===== src/rtl/chrono_pkg.sv =====
package chrono_pkg;

  // Controller states; encoding is free, only the output decode matters.
  typedef enum logic [2:0] {
    ST_IDLE     = 3'd0,
    ST_CLEAR    = 3'd1,
    ST_ARM_WAIT = 3'd2,
    ST_RUN      = 3'd3,
    ST_HALT_WAIT= 3'd4
  } chrono_state_e;

  typedef struct packed {
    logic clr;
    logic run;
  } chrono_out_t;

  // Moore output of each state.
  function automatic chrono_out_t decode_out(chrono_state_e s);
    chrono_out_t o;
    o = '{clr: 1'b0, run: 1'b0};
    case (s)
      ST_CLEAR:     o.clr = 1'b1;
      ST_RUN:       o.run = 1'b1;
      ST_HALT_WAIT: o.run = 1'b1;
      default:      o = '{clr: 1'b0, run: 1'b0};
    endcase
    return o;
  endfunction

endpackage


===== src/rtl/chrono_next.sv =====
module chrono_next
  import chrono_pkg::*;
#(
  parameter int BTN_W   = 2,
  parameter int CLR_BIT = 0,
  parameter int TGL_BIT = 1
) (
  input  chrono_state_e    cur,
  input  logic [BTN_W-1:0] btn,
  output chrono_state_e    nxt
);

  logic clr_b, tgl_b;
  assign clr_b = btn[CLR_BIT];
  assign tgl_b = btn[TGL_BIT];

  always_comb begin
    nxt = cur;
    case (cur)
      ST_IDLE: begin
        if (clr_b && !tgl_b)      nxt = ST_CLEAR;
        else if (tgl_b && !clr_b) nxt = ST_ARM_WAIT;
      end
      ST_CLEAR:     if (!clr_b) nxt = ST_IDLE;
      ST_ARM_WAIT:  if (!tgl_b) nxt = ST_RUN;
      ST_RUN:       if (tgl_b)  nxt = ST_HALT_WAIT;
      ST_HALT_WAIT: if (!tgl_b) nxt = ST_IDLE;
      default:                  nxt = ST_IDLE;
    endcase
  end

endmodule


===== src/rtl/chrono_state_reg.sv =====
module chrono_state_reg
  import chrono_pkg::*;
(
  input  logic          clk,
  input  logic          rst,
  input  chrono_state_e nxt,
  output chrono_state_e cur
);

  always_ff @(posedge clk) begin
    if (rst) cur <= ST_IDLE;
    else     cur <= nxt;
  end

endmodule


===== src/rtl/chrono_out_stage.sv =====
module chrono_out_stage
  import chrono_pkg::*;
#(
  parameter bit OUT_FROM_NEXT = 1'b1
) (
  input  logic          clk,
  input  logic          rst,
  input  chrono_state_e cur,
  input  chrono_state_e nxt,
  output logic          run_o,
  output logic          clr_o
);

  generate
    if (OUT_FROM_NEXT) begin : g_flop
      // Outputs held in their own flops, loaded with the decode of the next state.
      chrono_out_t out_q;
      always_ff @(posedge clk) begin
        if (rst) out_q <= '{clr: 1'b0, run: 1'b0};
        else     out_q <= decode_out(nxt);
      end
      assign run_o = out_q.run;
      assign clr_o = out_q.clr;
    end else begin : g_decode
      // Outputs decoded from the state register only.
      chrono_out_t out_c;
      assign out_c = decode_out(cur);
      assign run_o = out_c.run;
      assign clr_o = out_c.clr;
    end
  endgenerate

endmodule


===== src/rtl/chrono_ctrl.sv =====
module chrono_ctrl
  import chrono_pkg::*;
#(
  parameter int BTN_W         = 2,
  parameter int CLR_BIT       = 0,
  parameter int TGL_BIT       = 1,
  parameter bit OUT_FROM_NEXT = 1'b1
) (
  input  logic             clk,
  input  logic             rst,
  input  logic [BTN_W-1:0] btn,
  output logic             run_en,
  output logic             clr_req
);

  chrono_state_e state_q, state_d;

  chrono_next #(.BTN_W(BTN_W), .CLR_BIT(CLR_BIT), .TGL_BIT(TGL_BIT)) u_next (
    .cur(state_q), .btn(btn), .nxt(state_d)
  );

  chrono_state_reg u_state (
    .clk(clk), .rst(rst), .nxt(state_d), .cur(state_q)
  );

  chrono_out_stage #(.OUT_FROM_NEXT(OUT_FROM_NEXT)) u_out (
    .clk(clk), .rst(rst), .cur(state_q), .nxt(state_d),
    .run_o(run_en), .clr_o(clr_req)
  );

  p_reset_quiet_r1: assert property (@(posedge clk)
    rst |=> (!run_en && !clr_req));

  p_clear_entry_r2: assert property (@(posedge clk) disable iff (rst)
    (state_q == ST_IDLE && btn[CLR_BIT] && !btn[TGL_BIT]) |=> (clr_req && !run_en));

  p_clear_release_r3: assert property (@(posedge clk) disable iff (rst)
    (clr_req && !btn[CLR_BIT]) |=> (!clr_req && !run_en));

  p_arm_hold_r4: assert property (@(posedge clk) disable iff (rst)
    (state_q == ST_ARM_WAIT && btn[TGL_BIT]) |=> (!run_en && !clr_req));

  p_arm_release_r5: assert property (@(posedge clk) disable iff (rst)
    (state_q == ST_ARM_WAIT && !btn[TGL_BIT]) |=> run_en);

  p_run_hold_r6: assert property (@(posedge clk) disable iff (rst)
    (run_en && btn[TGL_BIT]) |=> run_en);

  p_clear_inert_r7: assert property (@(posedge clk) disable iff (rst)
    (state_q != ST_IDLE && state_q != ST_CLEAR) |=> !clr_req);

  p_both_idle_r8: assert property (@(posedge clk) disable iff (rst)
    (state_q == ST_IDLE && btn[CLR_BIT] && btn[TGL_BIT]) |=> (state_q == ST_IDLE));

  p_exclusive_r9: assert property (@(posedge clk) disable iff (rst)
    !(run_en && clr_req));

endmodule


===== config.mk =====
export PLATFORM = sky130hd
export DESIGN_NAME = chrono_ctrl
export DESIGN_NICKNAME = d
export VERILOG_FILES = /design/src/rtl/chrono_pkg.sv /design/src/rtl/chrono_next.sv /design/src/rtl/chrono_state_reg.sv /design/src/rtl/chrono_out_stage.sv /design/src/rtl/chrono_ctrl.sv
export SDC_FILE = /design/constraint.sdc
export NUM_CORES = 1
export LEC_CHECK = 0
export BUFFER_PORTS_ARGS = -buffer_cell sky130_fd_sc_hd__buf_2
export CAP_MARGIN = 30
export CORE_AREA = 2 2 39 41
export CTS_CLUSTER_SIZE = 12
export DETAILED_ROUTE_END_ITERATION = 7
export DIE_AREA = 0 0 41 43
export GPL_ROUTABILITY_DRIVEN = 1
export PLACE_DENSITY = 0.3
export SKIP_CTS_REPAIR_TIMING = 1
export SYNTH_ARGS = -nofsm -noshare
export SYNTH_HDL_FRONTEND = slang
export SYNTH_SLANG_ARGS = --single-unit

===== constraint.sdc =====
create_clock -name clk -period 1.15 [get_ports clk]
set_input_delay 0 -clock clk [delete_from_list [all_inputs] [get_ports clk]]
set_output_delay 0 -clock clk [all_outputs]
set_load 0.05 [all_outputs]

==> flow_summary.toml <==
[worst_setup_path]
path_max_fanout = 6
worst-setup-path-type = "flop to flop"
cpPeakStageDelay_ns = 0.41
path_buf_inv = 0
cp_top_family = "flip-flops"
worstPathCellList = "and2b_1, mux2i_1, nor3b_2"
cp-end-kind = "flop"
critPathLaunchType = "flop"
cp.required_ns = 1.29
crit_slowest_cell = "dfxtp_1"
cp.arrival_ns = 1.08

[synth]
synth_area_per_cell_um2 = 11.3
yosysWarningCount = 0
yosys.cell_types.count = 13
netlist_area_um2 = 225
synthCells = 20
synth_fp_nets = 24
seq_area_frac_synth_pct = 44.4
synth_seq_cells = 5

[final_layout]
diodes = 0
final_cell_mix = "buf_2, dfxtp_1, clkbuf_4"
drive_gt1_share_pct = 43.3
area_delta_synth_final_pct = 36.1
post-route-util_pct = 22.2
nets = 35
final_area_um2 = 307
finalNonFillerCells = 46

[timing]
worst_slew_pin_slew_ns = 0.258
post-route-period-util_pct = 82.2
finalHoldViolCount = 0
min_period_ns = 0.945
fin_ws_ns = 0.205
setup_tns_ns = 0
finalSetupViolCount = 0
rsz0062_at_grt = "no"
max_freq_mhz = 1060
slew_viol_final = 0
hold_ws_ns = 0.00609
slew_headroom_pct = 82.8
fin_worst_skew_ns = 0.00376

[pwr]
leakage_nw = 0.130
powerDensity_nw_per_um2 = 1480
irDropWorstVdd_mv = 0.419
totalPowerFinal_mw = 0.453

[die]
die_area_um2 = 1760
initial_core_util_pct = 16.3
rows = 14
io_pins = 6
core_region_area_um2 = 1380
die_w_um = 41
die_h_um = 43

[placement]
place_worst_setup_slack_ns = 0.211
place_congestion = 0.669
place_area_um2 = 270
dp_hpwl_um = 311
numPortBuffers = 5
place_inst = 41

[grt]
grt_pass1_wl_um = 662
grt_use_total_pct = 6.53
grt_use_met1_pct = 5.79
grt_max_degree = 7
grt_pass1_vias = 171
use_met2_pct = 7.81
globalRouteOverflowTotal = 0
use_met3_pct = 5.24
grt.busiest_layer = "met4"
antenna_found_initial = 0

[status]
status = "complete, no violations"

[clock_tree]
cts_tree = "yes"
cts.htree.levels = 1
clk-insertion-delay-late_ns = 0.25
clockRootBuffer = "clkbuf_4"
cts_max_path_buffers = 2
cts.reportedPaths.clkPinSlew_ns = 0.05
cts_buffers = 3
clock_sinks = 5

[detailed_routing]
post_drt_wl_per_cell_um = 8.76
route.detailed.drc = 0
wl_um = 403
drt_iter0_markers = 2
drt_pre_antenna_iters = 2
vias = 180
postRouteAntennaNets = 0
viasPerCell = 3.91

[run]
drv_cap = 0

[min_path]
hold_path_class = "input port to flop"
## layout make-up
type	instances	area (um2)
Inverter	1	3.75
Clock buffer	4	26.3
Timing Repair Buffer	6	35.0
Multi-Input combinational cell	14	121
Tap cell	16	20.0
Sequential cell	5	100
Fill cell	153	1080
## Yosys cell counts
master | instances | share of area [%]
a2111oi_2 | 1 | 6.7
inv_1 | 1 | 1.7
dfxtp_1 | 5 | 44
nand2b_1 | 1 | 2.8
a21oi_1 | 2 | 4.4
and2b_1 | 1 | 3.3
nor2b_4 | 1 | 6.1
nor2_1 | 2 | 3.3
mux2i_1 | 2 | 8.9
nor4b_2 | 1 | 6.7
and2b_2 | 1 | 3.9
o21ai_0 | 1 | 2.2
nor3b_2 | 1 | 5.6
## state kept, by name, indices dropped and copies added, names as in the netlist
signal       flops
u_state.cur      3
u_out.clr_o      1
u_out.run_o      1
## per-layer routing
metal	share of wire, %	up-vias
met1	38	81
li1	-	90
met3	12	2
met5	0	-
met2	45	7
met4	5.0	0
## cell families (layout without fill, tap and decap cells)
group	Yosys count	in the layout	share of synthesized area [%]
simple gates	8	8	31.7
flops	5	5	44.4
compound gates	4	4	13.3
buf+inv	1	11	1.67
mux	2	2	8.89
## path summary, 6_finish.rpt
check	start	end	slack (ns)	cells past startpoint
setup / recovery	u_state.cur[1]$_SDFF_PP0_	u_state.cur[2]$_SDFF_PP0_	0.21	3
hold reg to reg	u_state.cur[2]$_SDFF_PP0_	u_state.cur[1]$_SDFF_PP0_	0.49	1
hold / removal	btn[1]	u_state.cur[0]$_SDFF_PP0_	0.006	2
setup reg to reg	u_state.cur[1]$_SDFF_PP0_	u_state.cur[2]$_SDFF_PP0_	0.21	3
## power by group
part / switching, mW / internal, mW
logic: 0.0284 / 0.0252
registers: 0.00883 / 0.182
clock network: 0.0773 / 0.132
No activity file was read; power rests on OpenSTA's default activity.
